[src/rtl/rtc_cal_pkg.sv]
package rtc_cal_pkg;

  localparam logic [3:0] ADR_CTRL  = 4'h0;
  localparam logic [3:0] ADR_AUX   = 4'h1;
  localparam logic [3:0] ADR_SEC   = 4'h2;
  localparam logic [3:0] ADR_MIN   = 4'h3;
  localparam logic [3:0] ADR_HOUR  = 4'h4;
  localparam logic [3:0] ADR_DAY   = 4'h5;
  localparam logic [3:0] ADR_WDAY  = 4'h6;
  localparam logic [3:0] ADR_MON   = 4'h7;
  localparam logic [3:0] ADR_YEAR  = 4'h8;
  localparam int         NUM_REGS  = 9;
  localparam int         FREEZE_BIT = 5;

  typedef struct packed {
    logic [6:0] sec;
    logic [6:0] min;
    logic [5:0] hour;
    logic [5:0] day;
    logic [2:0] wday;
    logic [4:0] mon;
    logic [7:0] year;
    logic       cent;
  } cal_t;

  typedef struct packed {
    logic [7:0] val;
    logic       wrap;
  } step_t;

  // Advance one BCD field; values at or past the limit wrap to 'first'.
  function automatic step_t bcd_step(input logic [7:0] v,
                                     input logic [7:0] last,
                                     input logic [7:0] first);
    step_t r;
    r.wrap = 1'b0;
    if (v >= last) begin
      r.val  = first;
      r.wrap = 1'b1;
    end else if (v[3:0] >= 4'd9) begin
      r.val = {v[7:4] + 4'd1, 4'd0};
    end else begin
      r.val = v + 8'd1;
    end
    return r;
  endfunction

  // Binary value of a two-digit BCD year divisible by four.
  function automatic logic leap_year(input logic [7:0] y);
    if (y[4]) return (y[3:0] == 4'd2) || (y[3:0] == 4'd6);
    else      return (y[3:0] == 4'd0) || (y[3:0] == 4'd4) || (y[3:0] == 4'd8);
  endfunction

  function automatic logic [7:0] month_end(input logic [4:0] m,
                                           input logic [7:0] y);
    case (m)
      5'h02:                      return leap_year(y) ? 8'h29 : 8'h28;
      5'h04, 5'h06, 5'h09, 5'h11: return 8'h30;
      default:                    return 8'h31;
    endcase
  endfunction

endpackage

[src/rtl/rtc_sec_prescaler.sv]
module rtc_sec_prescaler #(
  parameter int PRESCALE = 32768
) (
  input  logic clk,
  input  logic rst_n,
  input  logic ref_tick,
  input  logic hold,
  output logic sec_tick
);
  localparam int CNT_W = (PRESCALE > 1) ? $clog2(PRESCALE) : 1;
  localparam logic [CNT_W-1:0] CNT_LAST = CNT_W'(PRESCALE - 1);

  logic [CNT_W-1:0] cnt_q, cnt_d;
  logic             at_last;

  assign at_last  = (cnt_q == CNT_LAST);
  assign sec_tick = ref_tick && !hold && at_last;

  always_comb begin
    cnt_d = cnt_q;
    if (hold)          cnt_d = '0;
    else if (ref_tick) cnt_d = at_last ? '0 : cnt_q + CNT_W'(1);
  end

  always_ff @(posedge clk or negedge rst_n) begin
    if (!rst_n) cnt_q <= '0;
    else        cnt_q <= cnt_d;
  end

  AST_HOLD_CLEARS_COUNT: assert property (@(posedge clk) disable iff (!rst_n)
    hold |=> (cnt_q == '0));

endmodule

[src/rtl/rtc_calendar_next.sv]
module rtc_calendar_next
  import rtc_cal_pkg::*;
(
  input  cal_t cur,
  output cal_t nxt
);
  step_t st_sec, st_min, st_hour, st_day, st_wday, st_mon, st_year;
  logic  cy_min, cy_hour, cy_day, cy_mon, cy_year;

  always_comb begin
    st_sec  = bcd_step({1'b0, cur.sec},  8'h59, 8'h00);
    st_min  = bcd_step({1'b0, cur.min},  8'h59, 8'h00);
    st_hour = bcd_step({2'b0, cur.hour}, 8'h23, 8'h00);
    st_day  = bcd_step({2'b0, cur.day},  month_end(cur.mon, cur.year), 8'h01);
    st_wday = bcd_step({5'b0, cur.wday}, 8'h06, 8'h00);
    st_mon  = bcd_step({3'b0, cur.mon},  8'h12, 8'h01);
    st_year = bcd_step(cur.year,         8'h99, 8'h00);

    cy_min  = st_sec.wrap;
    cy_hour = cy_min  && st_min.wrap;
    cy_day  = cy_hour && st_hour.wrap;
    cy_mon  = cy_day  && st_day.wrap;
    cy_year = cy_mon  && st_mon.wrap;

    nxt      = cur;
    nxt.sec  = st_sec.val[6:0];
    if (cy_min)  nxt.min  = st_min.val[6:0];
    if (cy_hour) nxt.hour = st_hour.val[5:0];
    if (cy_day) begin
      nxt.day  = st_day.val[5:0];
      nxt.wday = st_wday.val[2:0];
    end
    if (cy_mon)  nxt.mon  = st_mon.val[4:0];
    if (cy_year) begin
      nxt.year = st_year.val;
      nxt.cent = cur.cent ^ st_year.wrap;
    end
  end

endmodule

[src/rtl/rtc_reg_port.sv]
module rtc_reg_port #(
  parameter int NREG = 9,
  parameter int AW   = 4
) (
  input  logic                 clk,
  input  logic                 rst_n,
  input  logic                 bus_start,
  input  logic [AW-1:0]        bus_addr,
  input  logic                 bus_we,
  input  logic                 bus_rd,
  input  logic [NREG-1:0][7:0] rd_vec,
  output logic [NREG-1:0]      wr_sel,
  output logic [7:0]           bus_rdata
);
  logic [AW-1:0] ptr_q, ptr_d, eff_addr;

  assign eff_addr = bus_start ? bus_addr : ptr_q;

  always_comb begin
    ptr_d = eff_addr;
    if (bus_we || bus_rd) ptr_d = eff_addr + AW'(1);
  end

  always_ff @(posedge clk or negedge rst_n) begin
    if (!rst_n) ptr_q <= '0;
    else        ptr_q <= ptr_d;
  end

  for (genvar g = 0; g < NREG; g++) begin : g_sel
    assign wr_sel[g] = bus_we && (eff_addr == AW'(g));
  end

  always_comb begin
    bus_rdata = 8'h00;
    for (int i = 0; i < NREG; i++) begin
      if (ptr_q == AW'(i)) bus_rdata = rd_vec[i];
    end
  end

  AST_POINTER_STEPS: assert property (@(posedge clk) disable iff (!rst_n)
    (bus_we && !bus_start) |=> (ptr_q == AW'($past(ptr_q) + AW'(1))));

endmodule

[src/rtl/bcd_calendar_core.sv]
module bcd_calendar_core
  import rtc_cal_pkg::*;
#(
  parameter int PRESCALE = 32768
) (
  input  logic       clk,
  input  logic       rst_n,
  input  logic       ref_tick,
  input  logic       bus_start,
  input  logic [3:0] bus_addr,
  input  logic       bus_we,
  input  logic [7:0] bus_wdata,
  input  logic       bus_rd,
  output logic [7:0] bus_rdata
);
  logic [1:0] rst_sync_q;
  logic       core_rst_n;

  always_ff @(posedge clk or negedge rst_n) begin
    if (!rst_n) rst_sync_q <= 2'b00;
    else        rst_sync_q <= {rst_sync_q[0], 1'b1};
  end
  assign core_rst_n = rst_sync_q[1];

  cal_t                    cal_q, cal_d, cal_adv;
  logic                    freeze_q, freeze_d;
  logic                    invalid_q, invalid_d;
  logic                    sec_tick, adv_en, any_wr;
  logic [NUM_REGS-1:0]     wr_sel;
  logic [NUM_REGS-1:0][7:0] rd_vec;

  rtc_sec_prescaler #(.PRESCALE(PRESCALE)) u_presc (
    .clk      (clk),
    .rst_n    (core_rst_n),
    .ref_tick (ref_tick),
    .hold     (freeze_q),
    .sec_tick (sec_tick)
  );

  rtc_calendar_next u_next (
    .cur (cal_q),
    .nxt (cal_adv)
  );

  always_comb begin
    rd_vec           = '0;
    rd_vec[ADR_CTRL] = {2'b00, freeze_q, 5'b00000};
    rd_vec[ADR_AUX]  = 8'h00;
    rd_vec[ADR_SEC]  = {invalid_q, cal_q.sec};
    rd_vec[ADR_MIN]  = {1'b0, cal_q.min};
    rd_vec[ADR_HOUR] = {2'b00, cal_q.hour};
    rd_vec[ADR_DAY]  = {2'b00, cal_q.day};
    rd_vec[ADR_WDAY] = {5'b00000, cal_q.wday};
    rd_vec[ADR_MON]  = {cal_q.cent, 2'b00, cal_q.mon};
    rd_vec[ADR_YEAR] = cal_q.year;
  end

  rtc_reg_port #(.NREG(NUM_REGS), .AW(4)) u_port (
    .clk       (clk),
    .rst_n     (core_rst_n),
    .bus_start (bus_start),
    .bus_addr  (bus_addr),
    .bus_we    (bus_we),
    .bus_rd    (bus_rd),
    .rd_vec    (rd_vec),
    .wr_sel    (wr_sel),
    .bus_rdata (bus_rdata)
  );

  assign any_wr = |wr_sel;
  assign adv_en = sec_tick && !any_wr;

  always_comb begin
    cal_d     = adv_en ? cal_adv : cal_q;
    freeze_d  = freeze_q;
    invalid_d = invalid_q;
    if (wr_sel[ADR_CTRL]) freeze_d = bus_wdata[FREEZE_BIT];
    if (wr_sel[ADR_SEC]) begin
      invalid_d = bus_wdata[7];
      cal_d.sec = bus_wdata[6:0];
    end
    if (wr_sel[ADR_MIN])  cal_d.min  = bus_wdata[6:0];
    if (wr_sel[ADR_HOUR]) cal_d.hour = bus_wdata[5:0];
    if (wr_sel[ADR_DAY])  cal_d.day  = bus_wdata[5:0];
    if (wr_sel[ADR_WDAY]) cal_d.wday = bus_wdata[2:0];
    if (wr_sel[ADR_MON]) begin
      cal_d.cent = bus_wdata[7];
      cal_d.mon  = bus_wdata[4:0];
    end
    if (wr_sel[ADR_YEAR]) cal_d.year = bus_wdata;
  end

  always_ff @(posedge clk or negedge core_rst_n) begin
    if (!core_rst_n) begin
      cal_q     <= '{sec: 7'h00, min: 7'h00, hour: 6'h00, day: 6'h01,
                     wday: 3'h0, mon: 5'h01, year: 8'h00, cent: 1'b0};
      freeze_q  <= 1'b0;
      invalid_q <= 1'b1;
    end else begin
      cal_q     <= cal_d;
      freeze_q  <= freeze_d;
      invalid_q <= invalid_d;
    end
  end

  AST_FROZEN_HOLDS_TIME: assert property (@(posedge clk) disable iff (!core_rst_n)
    (freeze_q && !bus_we) |=> $stable(cal_q));
  AST_INVALID_STICKY: assert property (@(posedge clk) disable iff (!core_rst_n)
    (invalid_q && !wr_sel[ADR_SEC]) |=> invalid_q);
  AST_SECONDS_WRAP: assert property (@(posedge clk) disable iff (!core_rst_n)
    (sec_tick && !any_wr && cal_q.sec == 7'h59) |=> (cal_q.sec == 7'h00));
  AST_WRITE_DROPS_TICK: assert property (@(posedge clk) disable iff (!core_rst_n)
    (any_wr && !wr_sel[ADR_SEC]) |=> $stable(cal_q.sec));

endmodule

[config.mk]
export PLATFORM = sky130hd
export DESIGN_NAME = bcd_calendar_core
export DESIGN_NICKNAME = d
export VERILOG_FILES = /design/src/rtl/rtc_cal_pkg.sv /design/src/rtl/rtc_sec_prescaler.sv /design/src/rtl/rtc_calendar_next.sv /design/src/rtl/rtc_reg_port.sv /design/src/rtl/bcd_calendar_core.sv
export SDC_FILE = /design/constraint.sdc
export NUM_CORES = 1
export LEC_CHECK = 0
export ABC_CLOCK_PERIOD_IN_PS = 4700
export BUFFER_PORTS_ARGS = -buffer_cell sky130_fd_sc_hd__buf_2
export CORE_MARGIN = 5
export CORE_UTILIZATION = 25
export DETAILED_ROUTE_END_ITERATION = 12
export PLACE_DENSITY = 0.43
export SLEW_MARGIN = 20
export SYNTH_ARGS = -nofsm -noshare
export SYNTH_HDL_FRONTEND = slang
export SYNTH_HIERARCHICAL = 1
export SYNTH_SLANG_ARGS = --single-unit
[constraint.sdc]
create_clock -name clk -period 4.7 [get_ports clk]
set_input_delay 0.705 -clock clk [delete_from_list [all_inputs] [get_ports clk]]
set_output_delay 0.705 -clock clk [all_outputs]
set_load 0.05 [all_outputs]
==> impl_summary.txt <==
----------------------------------------------------
[Setup path]
  Critical path start-end classification ... reg -> reg
  Source of the worst register-to-register timing path ... cal_q[1]
  Crit path capture type ... flop
  Worst Reg2Reg Path Length in Cells ... 15
  Critical Path Source Type ... flop
  Highest fanout seen on the critical path ... 16
  Required time at the worst-slack endpoint ... 4.90 ns
  Slack of the worst reg-to-reg path ... 1.09 ns
  Critical path arrival ... 3.81 ns
  FF-to-FF End ... cal_q[6]

[Logic synthesis]
  Number of warning messages in the yosys log ... 6
  Cell count after synthesis ... 784
  Count of flip-flops with a built-in enable after synthesis ... 0
  Average cell area after synthesis ... 8.16 µm²
  Primary flip-flop cell chosen by synthesis mapping ... sky130_fd_sc_hd__dfrtp_1
  Synthesized area ... 6400 µm²
  Sequential share of the synthesized area ... 0.259
  Ys async rst share ... 1.00
  Post-synthesis register bit count ... 66
  Number of distinct standard cells referenced by the synthesized netlist ... 89

[CTS]
  Count of clock tree sinks ... 66
  Number of CTS-inserted buffers ... 9
  Cts repair resizes ... 0
  Clock tree from TritonCTS ... done
  Root buffer cell ... sky130_fd_sc_hd__clkbuf_16
  Maximum number of buffers from clock root to sink ... 2
  Count of hold-fix buffers inserted at cts ... 0
  Number of levels the H-tree was split into ... 3
  Number of setup buffers added after CTS ... 0
  Clk slew on worst S/H paths ... 0.07 ns
  Clock latency at the later pin of the worst-skew pair ... 0.34 ns

[Route]
  WL per Instance ... 17.6 µm
  Detailed-route via count ... 5891
  Per-cell via count in the routed design ... 5.14
  Number of DRC markers after the initial detailed-route iteration ... 387
  Post-detailed-route DRC marker count ... 0
  First-pass DRT Iterations ... 5
  Routed Wire Length ... 20200 µm
  Antenna violation net count after detailed routing ... 0

[Pwr]
  Clk pwr share ... 0.189
  IR drop worst, VDD ... 0.000297 V
  Part of the total power dissipated in sequential elements ... 0.321
  Cell internal power dissipation ... 2.05 mW
  Leakage ... 2.83 nW
  Part of the power in combinational logic ... 0.490
  Total power after layout ... 3.95 mW
  Switching pwr ... 1.90 mW
  Power per Cell Area ... 547 nW/µm²
  Switching power as a share of total power ... 0.481

[Placement]
  DPL Wire Length ... 13800 µm
  Gp weighted congestion ... 0.774
  Post-detailed-placement cell area ... 6910 µm²
  Total of buffers placed on input and output ports ... 25

[Layout]
  Fraction of final layout cells sized beyond drive strength 1 ... 0.125
  Layout Nets ... 866
  Area growth from synthesis to layout ... 12.9%
  Antenna diode instance count ... 0
  Storage cell area ... 1660 µm²
  Total area of multi-input combinational cells ... 4480 µm²
  Filler cell count in the final layout ... 2713
  Post-layout instance area ... 7220 µm²

[STA]
  Sum of negative setup slack ... 0 ns
  Final number of setup-violating endpoints ... 0
  Final-report hold violation count ... 0
  Transition time at the pin with the least slew margin ... 0.924 ns
  Final number of max-transition violations ... 0
  Final critical delay including setup and external delays ... 3.61 ns
  Post-route fraction of the period consumed by the critical path ... 0.768
  Achievable clock frequency ... 277 MHz
  Normalized max-slew margin ... 0.384
  Hold WS ... 0.130 ns
  Clock skew ... 0.0116 ns
  Unrepaired setup endpoints after global routing ... false

[Hold path]
  Worst hold-check path type ... in -> async

[Floorplan]
  Rows ... 58
  Die outline height ... 170 µm
  Total I/O pin count ... 26
  Chip width ... 170 µm
  Effective utilization at floorplan ... 0.254
  Standard cell core area ... 25200 µm²
  Overall die area ... 28900 µm²

[Global route]
  Via count of the first global-routing pass ... 5650
  Wire length of the first global-routing pass ... 32900 µm
  Global-route usage over all layers ... 0.141
  Leftover overflow at the end of global routing ... 0
  Pin count of the biggest net entering global routing ... 44
  Initial antenna violation count ... 0

[Job]
  Max cap viols ... 0

[Run status]
  Status ... completed

----------------------------------------------------
==> final cells by class <==
type,count,area share
Clock inverter,6,0.0114
Timing Repair Buffer,40,0.0329
Tap cell,330,0.0572
Multi-Input combinational cell,660,0.620
Sequential cell,66,0.229
Clock buffer,10,0.0317
Inverter,33,0.0171
==> metal layers <==
layer / global-route usage / vias to the layer above / share of wire
li1: - / 2929 / -
met1: 0.211 / 2853 / 0.52
met2: 0.211 / 88 / 0.43
met3: 0.0188 / 21 / 0.028
met4: 0.0438 / 0 / 0.020
met5: 0 / - / 0
==> sequential cells by signal (all words and copies together), names as in the netlist <==
register       count
invalid_q          1
freeze_q           1
cal_q             43
rst_sync_q         2
u_presc/cnt_q     15
u_port/ptr_q       4
==> metrics by stage <==
step | setup slack (ns) | cells | utilization
after floorplan | 1.50 | 811 | -
after global placement | 1.00 | 1129 | 0.275
after detailed placement | 0.917 | 1129 | 0.275
after CTS | 1.10 | 1145 | 0.287
after global routing | 0.708 | 1145 | 0.287
final | 1.09 | 1145 | 0.287
==> power by group through the flow <==
stage          Sequential [mW]  Clock (mW)  Combinational [mW]
2_1_floorplan             1.07           0                1.58
3_3_place_gp              1.28           0                1.92
3_5_place_dp              1.27           0                1.93
4_1_cts                   1.27       0.769                1.94
5_1_grt                   1.32       0.793                2.18
6_report                  1.27       0.746                1.93
==> worst max-delay path: stages, from the launching register on <==
cell and delay (ns):
sky130_fd_sc_hd__dfrtp_1 0.48, sky130_fd_sc_hd__inv_1 0.15, sky130_fd_sc_hd__ha_1 0.22, sky130_fd_sc_hd__nand2_1 0.06
sky130_fd_sc_hd__o22ai_1 0.09, sky130_fd_sc_hd__a2111oi_0 0.42, sky130_fd_sc_hd__a31oi_1 0.11, sky130_fd_sc_hd__ha_1 0.30
sky130_fd_sc_hd__nor4b_1 0.05, sky130_fd_sc_hd__o22ai_2 0.34, sky130_fd_sc_hd__nand4_4 0.29, sky130_fd_sc_hd__nor2_2 0.32
sky130_fd_sc_hd__mux2_4 0.33, sky130_fd_sc_hd__nor2b_1 0.13, sky130_fd_sc_hd__nand4_1 0.09, sky130_fd_sc_hd__o211ai_1 0.09
==> cells in the mapped netlist (9+ instances only) <==
cell | instances | area (µm²)
sky130_fd_sc_hd__mux2i_1 | 11 | 110
sky130_fd_sc_hd__dfrtp_1 | 63 | 1580
sky130_fd_sc_hd__nor2_1 | 48 | 180
sky130_fd_sc_hd__inv_1 | 31 | 116
sky130_fd_sc_hd__nand2b_1 | 41 | 257
sky130_fd_sc_hd__o21ai_0 | 31 | 155
sky130_fd_sc_hd__nand2_1 | 76 | 285
sky130_fd_sc_hd__o31ai_1 | 16 | 120
sky130_fd_sc_hd__a21oi_1 | 24 | 120
sky130_fd_sc_hd__nand3_1 | 28 | 140
sky130_fd_sc_hd__ha_1 | 38 | 475
sky130_fd_sc_hd__nand4_1 | 40 | 250
sky130_fd_sc_hd__a31oi_1 | 11 | 68.8
sky130_fd_sc_hd__o211ai_1 | 46 | 345
sky130_fd_sc_hd__nor4b_1 | 9 | 78.8
sky130_fd_sc_hd__nor2b_1 | 48 | 300
sky130_fd_sc_hd__clkbuf_1 | 32 | 120
==> logic make-up (layout without fill, tap and decap cells) <==
| logic type | count (synthesis) | count (layout) | share of synthesized area |
|---|---|---|---|
| and+or+nand+nor | 354 | 354 | 0.313 |
| xor gates and xnor gates | 10 | 10 | 0.0137 |
| other | 2 | 29 | 0.00117 |
| adders and majority gates | 38 | 38 | 0.0743 |
| muxes | 24 | 24 | 0.0440 |
| buffers and inverters | 85 | 89 | 0.0620 |
| AOI/OAI and AO/OA | 205 | 205 | 0.233 |
| DFF | 66 | 66 | 0.259 |
==> placed cells by master (no fill, tap or decap), drive strengths merged, types with 5 or more instances in the layout <==
| master | instances |
|---|---|
| nor2b | 48 |
| nand4 | 41 |
| or2 | 5 |
| a21oi | 24 |
| clkbuf | 10 |
| a221oi | 6 |
| nand2b | 41 |
| nor4b | 10 |
| mux2 | 11 |
| o22ai | 8 |
| o21a | 5 |
| o22a | 5 |
| nand3 | 30 |
| mux2i | 12 |
| a31oi | 11 |
| nor4 | 11 |
| o21ai | 36 |
| nor3 | 9 |
| o31ai | 18 |
| o211ai | 47 |
| buf | 40 |
| xor2 | 7 |
| dfrtp | 63 |
| ha | 38 |
| nand2 | 77 |
| inv | 33 |
| nor2 | 51 |
| conb | 29 |
==> how the worst max path moves through the flow <==
stage | from | endpoint | slack [ns] | cells past startpoint
finish | cal_q[1] | cal_q[6] | 1.09 | 15
CTS | cal_q[1] | cal_q[6] | 1.10 | 15
global route | cal_q[1] | cal_q[4] | 0.71 | 15
global placement | bus_start | cal_q[3] | 1.00 | 11
floorplan | bus_start | cal_q[10] | 1.50 | 11
detailed placement | bus_start | cal_q[30] | 0.92 | 11
(Power assumes the default switching activity.)
